===== config.mk =====
export PLATFORM = sky130hd
export DESIGN_NAME = gpio_port_group
export DESIGN_NICKNAME = d
export VERILOG_FILES = /design/src/rtl/gpio_pkg.sv /design/src/rtl/gpio_sync.sv /design/src/rtl/gpio_bidir_port.sv /design/src/rtl/gpio_port_group.sv
export SDC_FILE = /design/constraint.sdc
export NUM_CORES = 1
export LEC_CHECK = 0
export BUFFER_PORTS_ARGS = -buffer_cell sky130_fd_sc_hd__buf_2
export CAP_MARGIN = 20
export CORE_MARGIN = 10
export CORE_UTILIZATION = 56
export DETAILED_ROUTE_END_ITERATION = 8
export PLACE_DENSITY = 0.8
export SLEW_MARGIN = 15
export SYNTH_ARGS = -nofsm -noshare
export SYNTH_HDL_FRONTEND = slang
export SYNTH_SLANG_ARGS = --single-unit

===== constraint.sdc =====
create_clock -name clk -period 3.65 [get_ports clk]
set_clock_uncertainty 0.2 [all_clocks]
set_input_delay 0.365 -clock clk [delete_from_list [all_inputs] [get_ports clk]]
set_output_delay 0.365 -clock clk [all_outputs]
set_load 0.05 [all_outputs]

===== src/rtl/gpio_pkg.sv =====
package gpio_pkg;

    typedef enum logic [1:0] {
        SEL_NONE   = 2'd0,
        SEL_DATA   = 2'd1,
        SEL_INONLY = 2'd2,
        SEL_DIR    = 2'd3
    } reg_sel_e;

    typedef struct packed {
        reg_sel_e   sel;
        logic [7:0] idx;
    } reg_dec_t;

    // Offsets: data of bidirectional ports, then input-only port, then directions.
    function automatic reg_dec_t decode_offset(input int unsigned offs, input int unsigned nbid);
        reg_dec_t r;
        r.sel = SEL_NONE;
        r.idx = 8'd0;
        if (offs < nbid) begin
            r.sel = SEL_DATA;
            r.idx = 8'(offs);
        end else if (offs == nbid) begin
            r.sel = SEL_INONLY;
        end else if (offs <= 2 * nbid) begin
            r.sel = SEL_DIR;
            r.idx = 8'(offs - nbid - 1);
        end
        return r;
    endfunction

endpackage


===== src/rtl/gpio_sync.sv =====
module gpio_sync #(
    parameter int W      = 8,
    parameter int STAGES = 2
) (
    input  logic         clk,
    input  logic         rst_n,
    input  logic [W-1:0] din,
    output logic [W-1:0] dout
);

    logic [W-1:0] stage_d [STAGES];
    logic [W-1:0] stage_q [STAGES];

    always_comb begin
        stage_d[0] = din;
        for (int s = 1; s < STAGES; s++) begin
            stage_d[s] = stage_q[s-1];
        end
    end

    always_ff @(posedge clk or negedge rst_n) begin
        if (!rst_n) begin
            for (int s = 0; s < STAGES; s++) begin
                stage_q[s] <= '0;
            end
        end else begin
            for (int s = 0; s < STAGES; s++) begin
                stage_q[s] <= stage_d[s];
            end
        end
    end

    assign dout = stage_q[STAGES-1];

endmodule


===== src/rtl/gpio_bidir_port.sv =====
module gpio_bidir_port #(
    parameter int W = 8
) (
    input  logic         clk,
    input  logic         rst_n,
    input  logic         wr_data,
    input  logic         wr_dir,
    input  logic [W-1:0] wdata,
    input  logic [W-1:0] pin_sync,
    output logic [W-1:0] out_val,
    output logic [W-1:0] out_en,
    output logic [W-1:0] rd_val
);

    typedef struct packed {
        logic [W-1:0] dir;
    } ctl_t;

    ctl_t         ctl_d, ctl_q;
    logic [W-1:0] lat_d, lat_q;

    always_comb begin
        ctl_d = ctl_q;
        lat_d = lat_q;
        if (wr_dir) begin
            ctl_d.dir = wdata;
        end
        if (wr_data) begin
            lat_d = wdata;
        end
    end

    always_ff @(posedge clk or negedge rst_n) begin
        if (!rst_n) begin
            ctl_q <= '0;
        end else begin
            ctl_q <= ctl_d;
        end
    end

    // Output latch has no reset: it keeps its contents across reset.
    always_ff @(posedge clk) begin
        lat_q <= lat_d;
    end

    for (genvar b = 0; b < W; b++) begin : g_bit
        assign rd_val[b] = ctl_q.dir[b] ? lat_q[b] : pin_sync[b];
    end

    assign out_val = lat_q;
    assign out_en  = ctl_q.dir;

    p_inputs_after_reset_r1: assert property (@(posedge clk) disable iff (!rst_n)
        $rose(rst_n) |-> out_en == '0);

    p_dir_load_r2: assert property (@(posedge clk) disable iff (!rst_n)
        wr_dir |=> out_en == $past(wdata));

    p_latch_all_bits_r3: assert property (@(posedge clk) disable iff (!rst_n)
        wr_data |=> out_val == $past(wdata));

    p_dir_hold_r9: assert property (@(posedge clk) disable iff (!rst_n)
        !wr_dir |=> $stable(out_en));

endmodule


===== src/rtl/gpio_port_group.sv =====
module gpio_port_group
    import gpio_pkg::*;
#(
    parameter int WIDTH       = 8,
    parameter int NUM_BIDIR   = 3,
    parameter int SYNC_STAGES = 2,
    parameter int IRQ_BIT     = 6,
    parameter int ADDR_W      = $clog2(2 * NUM_BIDIR + 2)
) (
    input  logic                       clk,
    input  logic                       rst_n,
    input  logic [ADDR_W-1:0]          bus_addr,
    input  logic [WIDTH-1:0]           bus_wdata,
    input  logic                       bus_wr,
    input  logic                       bus_rd,
    output logic [WIDTH-1:0]           bus_rdata,
    input  logic [NUM_BIDIR*WIDTH-1:0] io_in,
    output logic [NUM_BIDIR*WIDTH-1:0] io_out,
    output logic [NUM_BIDIR*WIDTH-1:0] io_oe,
    input  logic [WIDTH-1:0]           in_only,
    output logic                       alt_irq
);

    localparam int BUS_W = NUM_BIDIR * WIDTH;

    typedef struct packed {
        logic [WIDTH-1:0] rdata;
    } rd_state_t;

    reg_dec_t         dec;
    logic [BUS_W-1:0] bid_sync;
    logic [BUS_W-1:0] rd_all;
    logic [WIDTH-1:0] in_sync;
    logic [WIDTH-1:0] rd_mux;
    rd_state_t        st_d, st_q;

    assign dec = decode_offset(int'(bus_addr), NUM_BIDIR);

    gpio_sync #(.W(BUS_W), .STAGES(SYNC_STAGES)) u_sync_bid (
        .clk  (clk),
        .rst_n(rst_n),
        .din  (io_in),
        .dout (bid_sync)
    );

    gpio_sync #(.W(WIDTH), .STAGES(SYNC_STAGES)) u_sync_in (
        .clk  (clk),
        .rst_n(rst_n),
        .din  (in_only),
        .dout (in_sync)
    );

    for (genvar p = 0; p < NUM_BIDIR; p++) begin : g_port
        logic wr_data_p, wr_dir_p;
        assign wr_data_p = bus_wr && (dec.sel == SEL_DATA) && (dec.idx == 8'(p));
        assign wr_dir_p  = bus_wr && (dec.sel == SEL_DIR)  && (dec.idx == 8'(p));

        gpio_bidir_port #(.W(WIDTH)) u_port (
            .clk     (clk),
            .rst_n   (rst_n),
            .wr_data (wr_data_p),
            .wr_dir  (wr_dir_p),
            .wdata   (bus_wdata),
            .pin_sync(bid_sync[p*WIDTH +: WIDTH]),
            .out_val (io_out[p*WIDTH +: WIDTH]),
            .out_en  (io_oe[p*WIDTH +: WIDTH]),
            .rd_val  (rd_all[p*WIDTH +: WIDTH])
        );
    end

    always_comb begin
        rd_mux = '0;
        case (dec.sel)
            SEL_DATA: begin
                for (int p = 0; p < NUM_BIDIR; p++) begin
                    if (dec.idx == 8'(p)) begin
                        rd_mux = rd_all[p*WIDTH +: WIDTH];
                    end
                end
            end
            SEL_INONLY: rd_mux = in_sync;
            SEL_DIR:    rd_mux = '1;
            default:    rd_mux = '0;
        endcase
    end

    always_comb begin
        st_d = st_q;
        if (bus_rd) begin
            st_d.rdata = rd_mux;
        end
    end

    always_ff @(posedge clk or negedge rst_n) begin
        if (!rst_n) begin
            st_q <= '0;
        end else begin
            st_q <= st_d;
        end
    end

    assign bus_rdata = st_q.rdata;
    assign alt_irq   = in_sync[IRQ_BIT];

    p_dir_reads_ones_r5: assert property (@(posedge clk) disable iff (!rst_n)
        (bus_rd && dec.sel == SEL_DIR) |=> bus_rdata == '1);

    p_unused_reads_zero_r5: assert property (@(posedge clk) disable iff (!rst_n)
        (bus_rd && dec.sel == SEL_NONE) |=> bus_rdata == '0);

    p_inonly_write_ignored_r6: assert property (@(posedge clk) disable iff (!rst_n)
        (bus_wr && dec.sel == SEL_INONLY) |=> $stable(io_oe));

    p_rdata_hold_r8: assert property (@(posedge clk) disable iff (!rst_n)
        !bus_rd |=> $stable(bus_rdata));

endmodule


[After elaboration in Yosys (flattened, before gate mapping)]
Cells that the tools add are included.
Storage, ports and cells
  bits in latches: 0
  memory bits (writable): 0
  output and inout port bits: 57
  input port bits: 47
  memories kept: 0
  memory bits (read-only): 0
  register bits after elaboration: 120
Cells by class
  bitwise gates (word level): 0
  multipliers: 0
  shift operators: 0
  equal/unequal tests: 6
  mux-type cells: 32
  $lt $le $gt $ge: 2
  reductions and logical operators: 9
  $add $sub $neg: 2
  div/mod/pow operators: 0
Operators by type and width (count)
  $mux W8: 4
  $mux W1: 24
  $pmux W8 S3: 1
  $mux W10: 2
  $eq A8 B1 Y1 const B: 1
  $eq A8 B2 Y1 const B: 1
  $logic_and A1 B1 Y1: 8
  $logic_not A8 Y1: 1
  $sub A4 B2 Y5 const B: 1
  $eq A2 B2 Y1 const B: 2
  $sub A3 B2 Y4 const B: 1
  $eq A3 B2 Y1 const B: 1
  $le A3 B3 Y1 const B: 1
  $lt A3 B2 Y1 const B: 1
  $eq A2 B1 Y1 const B: 1
  $mux W2: 1

[Longest topological paths before layout]
Gate-level depths: netlist (run 1).
  word-level depth: 10
  mapped depth: 7

[Cells and area by module]
A second synthesis (run 1) with hierarchy kept.
Unflattened totals
  cell total of the unflattened synthesis: 254
  area, all modules: 4419.2 µm²
By module, submodules not included
  gpio_bidir_port: area each 661.9 µm², cells an instance 33, instances 3
  gpio_sync (u_sync_bid): area each 1201.2 µm², cells an instance 48, instances 1
  gpio_port_group: area each 832.0 µm², cells an instance 91, instances 1
  gpio_sync (u_sync_in): area each 400.4 µm², cells an instance 16, instances 1

[Worst setup path after synthesis (run 1)]
No wires, ideal clock.
  kind: register to register
  start: reg g_port[1].u_port.ctl_q, in the netlist g_port[1].u_port.out_en[6]
  end: reg st_q, in the netlist bus_rdata[6]
  stages on the path, launching flop included: 5
  arrival time: 1602 ps
  setup time: 126 ps
  path slack: 1722 ps
  buffers on the path: 0
  cells stage by stage: dfrtp_1 > mux2_2 > a22oi_1 > o311ai_1 > a221o_1
On the way
  cells in the longest elaborated chain, start to end: 4
RTL lines
  start: declaration: line gpio_bidir_port.sv:19  | ctl_t ctl_d, ctl_q;
  start signal: assignment: line gpio_bidir_port.sv:37  | ctl_q <= ctl_d;
  $mux W1: line gpio_bidir_port.sv:47  | assign rd_val[b] = ctl_q.dir[b] ? lat_q[b] : pin_sync[b];
  $mux W8 (2 in series): line gpio_port_group.sv:76  | if (dec.idx == 8'(p)) begin
  $pmux W8 S3: line gpio_port_group.sv:73  | case (dec.sel)
  end signal: assignment: line gpio_port_group.sv:98  | st_q <= st_d;
  end: declaration: line gpio_port_group.sv:35  | rd_state_t st_d, st_q;
No other way between the ends.
A chain may end at the register's enable or synchronous reset.

[Final worst setup path (run 1)]
  start: reg g_port[1].u_port.lat_q[7]
  end: out io_out[15]
RTL lines
  start: declaration: line gpio_bidir_port.sv:20  | logic [W-1:0] lat_d, lat_q;
  start signal: assignment: line gpio_bidir_port.sv:43  | lat_q <= lat_d;
  end: declaration: line gpio_port_group.sv:18  | output logic [NUM_BIDIR*WIDTH-1:0] io_out,
No word-level cell between the ends.

==> flow_summary_export.csv, run 1 <==
group,metric,value,unit
clocking,post_cts_buffers,0,
place,pre_cts_ws,1.41,ns
sta,finalSetupViolCount,0,
place,io_buffer_count,103,
cells_and_area,final_util,80.4,%
clocking,clock_latency,0.52,ns
worst_setup_path,crit_cells,1,
sta,slew_headroom,37.1,%
floorplanning,dieArea,11200,µm²
synthesis,syn_avg_cell_area,16.6,µm²
worst_setup_path,slowest_stage,"edfxtp_1",
synthesis,syn_inst,249,
clocking,cts_tree,"built",
synthesis,yosys_warnings,0,
synthesis,syn_nets,300,
synthesis,synth-seq-cells,120,
sta,fmax,559,MHz
floorplanning,die_x,106,µm
sta,tightestPinTransition,0.943,ns
worst_setup_path,cp-start-kind,"flop",
sta,fin_ws,1.86,ns
worst_setup_path,critPathKind,"reg -> out",
route,route.detailed.drc,0,
global_route,track_usage,20.2,%
run,drv_cap,0,
global_route,grt_pass1_vias,3086,
global_route,grt_max_degree,78,
route,vias,2693,
floorplanning,std_cell_rows,31,
worst_setup_path,slowest_delay,0.41,ns
route,detail-route-antenna-nets,0,
sta,rsz0062_at_grt,"false",
worst_setup_path,critPathMaxFanout,2,
route,dr.pass1.iters,4,
route,drt_iter0_drc,117,
place,gp_congestion,0.840,
cells_and_area,final_common_cell,"buf_2",
clocking,clockRootBuffer,"clkbuf_8",
worst_setup_path,crit_arrival,1.22,ns
cells_and_area,num-fill-cells,403,
worst_setup_path,r2r-start,"g_port[1].u_port.out_en[6]",
cells_and_area,drive_gt1_share,40.0,%
cells_and_area,insertedDiodeCount,0,
synthesis,yosysUniqueCellTypes,31,
worst_setup_path,worstRegToRegCells,4,
clocking,cts.sinks,120,
worst_setup_path,setup.worst_path.end_class,"output port",
power_and_ir_drop,power_density,699,nW/µm²
synthesis,seq_area_frac_synth,75.5,%
sta,maxSlewViolCount,0,
sta,hold_violations,0,
route,wl_per_cell,20.5,µm
worst_setup_path,required,3.08,ns
sta,timing.final.crit_share,49.0,%
worst_setup_path,cp_num_buf_inv,1,
cells_and_area,area_delta_synth_final,40.3,%
clocking,htree_num_levels,4,
min_path,min-delay-start,"bus_addr[2]",
worst_setup_path,path_cells,"buf_2",
min_path,hold_class,"in -> reg",
sta,tns,0,ns
global_route,grt_pass1_wl,17.3,mm
place,dp_hpwl,6.64,mm
sta,fin_crit,1.79,ns
floorplanning,coreArea,7210,µm²
synthesis,synth_area,4130,µm²
global_route,grt_antenna_before_repair,0,
cells_and_area,final_cell_mix,"buf_2, dfrtp_1, dlygate4sd3_1, mux2_2, edfxtp_1",
clocking,clock_path_buffers,2,
clocking,clk_pin_slew_worst_paths,0.06,ns
min_path,hold_path_depth,3,
route,vias_per_cell,5.17,
floorplanning,initial_utilization,57.3,%
clocking,cts_buffers,17,
worst_setup_path,crit_start,"g_port[1].u_port.out_val[7]",
run_status,status,"finished, final reports clean",
floorplanning,pin_count,104,
worst_setup_path,path_delay_family,"flip-flops",
global_route,grt-ovfl-total,0,
floorplanning,dieHeight,106,µm
power_and_ir_drop,irDropWorstVdd,506,µV
cells_and_area,nets,460,
power_and_ir_drop,p_leak,2.64,nW
route,wl,10.7,mm
[through the flow]
stage,total power [mW],cell area [µm²],hold slack [ns],cells
2_1_floorplan,2.11,4130,-0.131,249
3_3_place_gp,2.31,4770,0.131,448
3_5_place_dp,2.33,4770,0.135,448
4_1_cts,4.07,5800,0.0374,521
5_1_grt,4.20,5800,0.0577,521
6_report,4.05,5800,0.0590,521
[report_power, final]
part	internal, mW	switching [mW]	leakage [nW]
combinational	0.232	0.516	1.00
clock	1.10	0.604	0.296
sequential	1.50	0.0971	1.34
total	2.84	1.22	2.64
[cell type report]
class	instances	area, µm²	share of cell area [%]
clock buffers	19	453	7.81
clock inverters	13	166	2.87
inverters	4	15.0	0.259
multi-input cells	120	975	16.8
flip-flops and latches	120	3120	53.9
well taps	99	124	2.14
repair buffers	146	943	16.3
[what timing repair did]
action                    in CTS  in global routing
hold buffers                  41                  0
hold endpoints to repair     155                  0
resized for setup              0                  0
[logic make-up after synthesis]
group | Yosys count | share of synthesized area [%]
compound gates | 30 | 4.99
buf+inv | 9 | 0.878
fa+ha+maj | 4 | 1.21
simple gates | 38 | 4.90
flops | 120 | 75.5
mux | 48 | 12.5
[layer usage]
layer / GRT usage (%) / share of wire, %
met2: 34.4 / 52
met5: 0 / 0
met1: 22.5 / 39
met3: 7.00 / 7.1
met4: 8.90 / 2.0
[cell usage after synthesis]
| library cell | instances | area share [%] |
|---|---|---|
| o21ai_0 | 6 | 0.73 |
| a22oi_1 | 1 | 0.18 |
| buf_2 | 2 | 0.24 |
| nand2_2 | 3 | 0.45 |
| o311ai_1 | 1 | 0.21 |
| nor3b_4 | 1 | 0.45 |
| nand2b_1 | 2 | 0.30 |
| nand2_1 | 12 | 1.1 |
| dfrtp_1 | 96 | 58 |
| mux2_1 | 2 | 0.54 |
| o211ai_1 | 5 | 0.91 |
| edfxtp_1 | 24 | 17 |
| a31o_2 | 1 | 0.21 |
| a21oi_1 | 1 | 0.12 |
| and2_1 | 3 | 0.45 |
| o21ai_2 | 1 | 0.21 |
| o21a_1 | 5 | 0.91 |
| clkbuf_1 | 3 | 0.27 |
| nor2b_1 | 6 | 0.91 |
| a22o_1 | 1 | 0.21 |
| or3_1 | 1 | 0.15 |
| mux2_2 | 26 | 7.1 |
| nor2_1 | 8 | 0.73 |
| a31oi_1 | 1 | 0.15 |
| ha_1 | 4 | 1.2 |
| and3b_1 | 1 | 0.21 |
| inv_1 | 4 | 0.36 |
| mux2i_1 | 20 | 4.8 |
| a221o_1 | 1 | 0.24 |
| o22ai_1 | 6 | 0.91 |
| nand4_1 | 1 | 0.15 |
[flip-flops by register name (all words and copies together), names as in the netlist]
register,flops
u_sync_bid.stage_d,24
u_sync_in.dout,8
u_sync_in.stage_d,8
bus_rdata,8
u_sync_bid.dout,24
g_port.u_port.out_en,24
g_port.u_port.out_val,24
[worst paths after layout]
kind                                              end  slack [ns]
setup reg to reg                         bus_rdata[6]        1.92
min in group asynchronous       u_sync_bid.stage_d[9]        0.34
hold reg to reg                   u_sync_bid.dout[18]        0.15
max in group asynchronous  g_port[1].u_port.out_en[2]        2.17
setup / recovery                           io_out[15]        1.86
hold / removal                           bus_rdata[3]        0.06
Power figures use the tool's default switching activity.
==> inputs of run 2 (changes only) <==
ABC_AREA = 1   (was not set)
CORE_UTILIZATION = 53   (was 56)
PLACE_DENSITY = 0.76   (was 0.8)
clock period = 1.8 ns   (was 3.65 ns; I/O delays follow)
==> flow_summary_export.csv, run 2 <==
group,metric,value,unit
power_and_ir_drop,p_leak,3.10,nW
cells_and_area,final_cell_mix,"buf_2, dfrtp_1, nand2_1, inv_1, dlygate4sd3_1",
power_and_ir_drop,power_density,1310,nW/µm²
synthesis,synth_ff_type,"dfrtp_1",
route,met2_wirelength,5.48,mm
floorplanning,initial_utilization,55.3,%
synthesis,async_reset_ff_share,80.0,%
route,drt_iter0_drc,165,
sta,rsz0062_at_grt,"true",
floorplanning,die_x,110,µm
worst_setup_path,worstRegToRegCells,7,
synthesis,synth_most_common_cell,"dfrtp_1",
sta,fin_crit,1.69,ns
place,placed_area,5080,µm²
run_status,status,"finished, final reports clean",
sta,slew_headroom,70.6,%
sta,finalSetupViolCount,0,
cells_and_area,drive_gt1_share,29.4,%
sta,hold_violations,0,
synthesis,syn_inst,382,
min_path,hold_class,"in -> reg",
sta,finalHoldWorstSlack,0.0580,ns
clocking,cts.sinks,120,
floorplanning,pin_count,104,
clocking,htree_num_levels,4,
cells_and_area,final_common_cell,"buf_2",
clocking,clk_pin_slew_worst_paths,0.06,ns
cells_and_area,nets,609,
global_route,grt_antenna_before_repair,0,
clocking,cts_resized,0,
worst_setup_path,crit_arrival,1.87,ns
floorplanning,dieArea,12200,µm²
worst_setup_path,required,1.99,ns
min_path,hold_path_end,"bus_rdata[2]",
place,gp_congestion,0.876,
worst_setup_path,setup.worst_path.end_class,"flop",
route,wl_met1,4.51,mm
route,wl_per_cell,16.5,µm
route,detail-route-antenna-nets,0,
global_route,grt-ovfl-total,0,
global_route,grt_pass1_vias,3549,
power_and_ir_drop,irDropWorstVdd,913,µV
global_route,grt_pass1_wl,18.3,mm
sta,fmax,593,MHz
route,vias_per_cell,4.84,
worst_setup_path,r2r_slack,0.36,ns
synthesis,synth_edf_count,24,
clocking,clock_path_buffers,2,
floorplanning,coreArea,7850,µm²
sta,maxSlewViolCount,0,
global_route,grt_max_degree,39,
worst_setup_path,critPathMaxFanout,16,
worst_setup_path,cp-start-kind,"input pin",
floorplanning,dieHeight,110,µm
place,dp_hpwl,7.65,mm
min_path,min-delay-start,"bus_addr[0]",
route,maxUsedRoutingLayer,"met4",
sta,tightestPinTransition,0.441,ns
worst_setup_path,r2r-start,"g_port[1].u_port.out_en[3]",
sta,timing.final.crit_share,93.6,%
worst_setup_path,r2r-end,"bus_rdata[3]",
synthesis,yosysTopAreaCell,"dfrtp_1",
clocking,cts_buffers,17,
synthesis,synth_top_cells_by_count,"dfrtp_1, nand2_1, inv_1, edfxtp_1, nor2_1",
synthesis,synth-seq-cells,120,
synthesis,syn_nets,433,
route,met3_length,998,µm
route,route.detailed.drc,0,
cells_and_area,insertedDiodeCount,0,
synthesis,yosysTopAreaCellShare,55.4,%
run,drv_cap,0,
cells_and_area,area_delta_synth_final,40.9,%
synthesis,yosysUniqueCellTypes,18,
synthesis,syn_avg_cell_area,11.4,µm²
floorplanning,std_cell_rows,32,
place,io_buffer_count,103,
clocking,cts_tree,"built",
worst_setup_path,critPathKind,"in -> reg",
synthesis,yosys_warnings,0,
global_route,track_usage,18.6,%
clocking,post_cts_buffers,0,
route,wl,11.1,mm
synthesis,synth_area,4340,µm²
min_path,hold_path_depth,7,
synthesis,seq_area_frac_synth,72.0,%
power_and_ir_drop,total_power,8.02,mW
worst_setup_path,crit_start,"bus_addr[2]",
clocking,clockRootBuffer,"clkbuf_8",
clocking,clock_latency,0.51,ns
route,vias,3254,
route,dr.pass1.iters,4,
cells_and_area,stdcell_area,6110,µm²
synthesis,netlist_top_cells_area,"dfrtp_1, edfxtp_1, nand2_1",
==> run 2: changes by cell type after synthesis, sizes merged, moves of 5 or more <==
cell | previous run | this run
o21a | 5 | 0
mux2i | 20 | 0
a21oi | 1 | 20
inv | 4 | 63
o22ai | 6 | 0
nor2 | 8 | 21
o21ai | 7 | 42
nor2b | 6 | 0
nand2 | 15 | 88
mux2 | 28 | 0
nand3 | 0 | 12
==> run 2: area by class of cell <==
| class | instances | area [µm²] |
|---|---|---|
| multi-input cells | 192 | 920 |
| clock inverters | 13 | 141 |
| repair buffers | 164 | 1110 |
| inverters | 63 | 236 |
| well taps | 102 | 128 |
| fillers | 514 | 1740 |
| flip-flops and latches | 120 | 3120 |
| clock buffers | 19 | 453 |
==> run 2: cell families after synthesis <==
family,count (synthesis),synth area share [%]
AOI/OAI and AO/OA,64,8.28
adders and majority gates,4,1.15
buffers and inverters,70,6.78
DFF,120,72.0
and+or+nand+nor,124,11.8
==> run 2: stage by stage <==
stage / utilization (%) / TNS (ns) / setup WS [ns] / instances
final: 77.9 / 0 / 0.115 / 673
after global routing: 77.9 / -0.00934 / -0.00684 / 673
after CTS: 77.9 / 0 / 0.135 / 673
after detailed placement: 64.7 / -1.13 / -0.0429 / 597
after global placement: 64.7 / -0.141 / -0.0151 / 597
after floorplan: - / -3.31 / -0.138 / 382
==> run 2: how the worst max path moves through the flow <==
stage                     depth (start not counted)  slack [ns]                          end
after floorplan                                   6       -0.14  g_port[0].u_port.out_val[0]
after global placement                            8       -0.02  g_port[2].u_port.out_val[5]
after detailed placement                          8       -0.04  g_port[1].u_port.out_val[5]
after CTS                                         9        0.13   g_port[0].u_port.out_en[0]
after global routing                              9      -0.007   g_port[0].u_port.out_en[0]
final                                             9        0.11   g_port[1].u_port.out_en[5]
==> run 2: what timing repair did <==
action,4_1_cts,5_1_grt
hold buffers,44,0
endpoints found under the setup margin,0,2
endpoints found under the hold margin,184,0
==> run 2: power breakdown <==
part	total [mW]	switching, mW	internal [mW]
Clock	3.33	1.24	2.09
Combinational	1.47	1.06	0.410
Sequential	3.22	0.197	3.02
==> run 2: routing by layer <==
metal / GRT usage (%) / vias up
li1: - / 1553
met1: 22.1 / 1559
met2: 30.4 / 130
met3: 8.00 / 12
met4: 4.84 / 0
met5: 0 / -
==> run 2: critical path, cell delays in order <==
cell	delay [ns]
dlygate4sd3_1	0.53
buf_2	0.14
nand2_2	0.09
o21ai_2	0.07
buf_4	0.14
nor3b_4	0.24
nand2_2	0.26
nand2_1	0.15
o21ai_2	0.06
==> inputs of run 3 (changes only) <==
CELL_PAD_IN_SITES_DETAIL_PLACEMENT = 1   (was not set)
CELL_PAD_IN_SITES_GLOBAL_PLACEMENT = 1   (was not set)
CORE_UTILIZATION = 41   (was 53)
PLACE_DENSITY = 0.82   (was 0.76)
==> flow_summary_export.csv, run 3 (synthesis results as in run 2) <==
group,metric,value,unit
run,drv_cap,0,
min_path,hold_class,"in -> reg",
worst_setup_path,required,1.42,ns
cells_and_area,drive_gt1_share,28.6,%
worst_setup_path,r2r-start,"g_port[0].u_port.out_en[2]",
sta,timing.final.crit_share,92.7,%
route,vias,3393,
worst_setup_path,crit_start,"g_port[2].u_port.out_en[2]",
worst_setup_path,path_delay_family,"flip-flops",
clocking,htree_num_levels,4,
worst_setup_path,slowest_stage,"dfrtp_1",
route,detail-route-antenna-nets,0,
run_status,status,"finished, final reports clean",
worst_setup_path,crit_arrival,1.29,ns
sta,maxSlewViolCount,0,
worst_setup_path,cp-start-kind,"flop",
cells_and_area,num-fill-cells,1132,
place,dp_hpwl,9.31,mm
power_and_ir_drop,p_leak,3.07,nW
floorplanning,pin_count,104,
global_route,grt_pass1_vias,3956,
sta,tightestPinTransition,0.472,ns
floorplanning,dieArea,15100,µm²
worst_setup_path,path_cells,"buf_2",
cells_and_area,nets,607,
cells_and_area,final_cell_mix,"buf_2, dfrtp_1, nand2_1, inv_1, dlygate4sd3_1",
route,wl_per_cell,19.5,µm
route,wl,13.7,mm
global_route,grt_max_degree,34,
place,gp_congestion,0.814,
worst_setup_path,setup.worst_path.end_class,"output port",
clocking,clock_path_buffers,2,
global_route,grt-ovfl-total,0,
clocking,cts_tree,"built",
global_route,track_usage,19.2,%
cells_and_area,final_util,59.1,%
worst_setup_path,slowest_delay,0.45,ns
route,dr.pass1.iters,4,
worst_setup_path,critPathMaxFanout,4,
sta,finalSetupViolCount,0,
sta,fin_crit,1.67,ns
floorplanning,dieHeight,123,µm
route,vias_per_cell,4.81,
clocking,clock_latency,0.52,ns
floorplanning,coreArea,10300,µm²
floorplanning,die_x,123,µm
sta,rsz0062_at_grt,"false",
floorplanning,std_cell_rows,37,
power_and_ir_drop,power_density,1300,nW/µm²
cells_and_area,multi_input_area,920,µm²
cells_and_area,area_delta_synth_final,40.8,%
power_and_ir_drop,irDropWorstVdd,773,µV
cells_and_area,final_common_cell,"buf_2",
power_and_ir_drop,total_power,7.91,mW
cells_and_area,seq_area,3120,µm²
sta,hold_violations,0,
clocking,cts.sinks,120,
route,drt_iter0_drc,253,
global_route,grt_pass1_wl,21.8,mm
sta,slew_headroom,68.5,%
worst_setup_path,cp_num_buf_inv,1,
floorplanning,initial_utilization,42.0,%
clocking,clk_pin_slew_worst_paths,0.06,ns
clocking,clockRootBuffer,"clkbuf_8",
global_route,grt_antenna_before_repair,0,
min_path,min-delay-start,"bus_wr",
worst_setup_path,critPathKind,"reg -> out",
sta,fmax,599,MHz
cells_and_area,insertedDiodeCount,0,
route,route.detailed.drc,0,
place,dp.cells,629,
place,io_buffer_count,103,
cells_and_area,finalNonFillerCells,705,
clocking,cts_buffers,17,
-- run 3: changes by cell type in the layout (fill, tap and decap cells not counted), sizes merged --
cell,change
inv,-1
buf,-2
clkinvlp,-1
clkbuf,+2
clkinv,+1
bufinv,-1
-- run 3: power breakdown --
| group | leakage, nW | internal, mW | switching (mW) |
|---|---|---|---|
| logic | 1.46 | 0.408 | 1.11 |
| registers | 1.35 | 3.02 | 0.215 |
| clock network | 0.264 | 1.91 | 1.25 |
| total | 3.07 | 5.34 | 2.57 |
-- run 3: final timing paths --
path                                               to  slack, ns  cells after the start
max reg2reg                              bus_rdata[2]       0.31                      7
max                                         io_oe[18]       0.13                      1
min reg2reg                       u_sync_bid.dout[17]       0.15                      0
min                        g_port[1].u_port.out_en[2]       0.05                      5
max in group asynchronous           u_sync_in.dout[1]       0.35                      4
min in group asynchronous  g_port[2].u_port.out_en[4]       0.50                      3
-- run 3: through the flow --
stage	setup slack, ns	setup TNS [ns]	instance area (µm²)	hold WS (ns)
final	0.131	0	6100	0.0537
after global routing	0.0789	0	6100	0.0601
after CTS	0.136	0	6100	0.00343
after detailed placement	-0.158	-3.76	5120	-0.0337
after global placement	-0.00332	-0.0156	5120	-0.0272
after floorplan	-0.138	-3.31	4340	-0.316
-- run 3: layout make-up --
cell class,count,share of cell area (%)
sequential,120,51.2
clock buffer,21,7.38
multi-input combinational,192,15.1
inverter,63,3.87
timing repair buffer,162,18.2
tap,136,2.79
clock inverter,11,1.58
-- run 3: layer usage --
metal	vias to the layer above	wire [µm]	GRT usage (%)
met1	1694	5280	21.2
met3	19	984	6.61
met5	-	0	0
li1	1549	-	-
met2	131	7260	34.3
met4	0	199	5.74
-- run 3: what timing repair did --
| item | 4_1_cts | 5_1_grt |
|---|---|---|
| hold buffers | 44 | 0 |
| gates resized for setup | 0 | 0 |
| setup buffers | 0 | 0 |
| hold endpoints to repair | 184 | 0 |
| setup endpoints to repair | 0 | 0 |
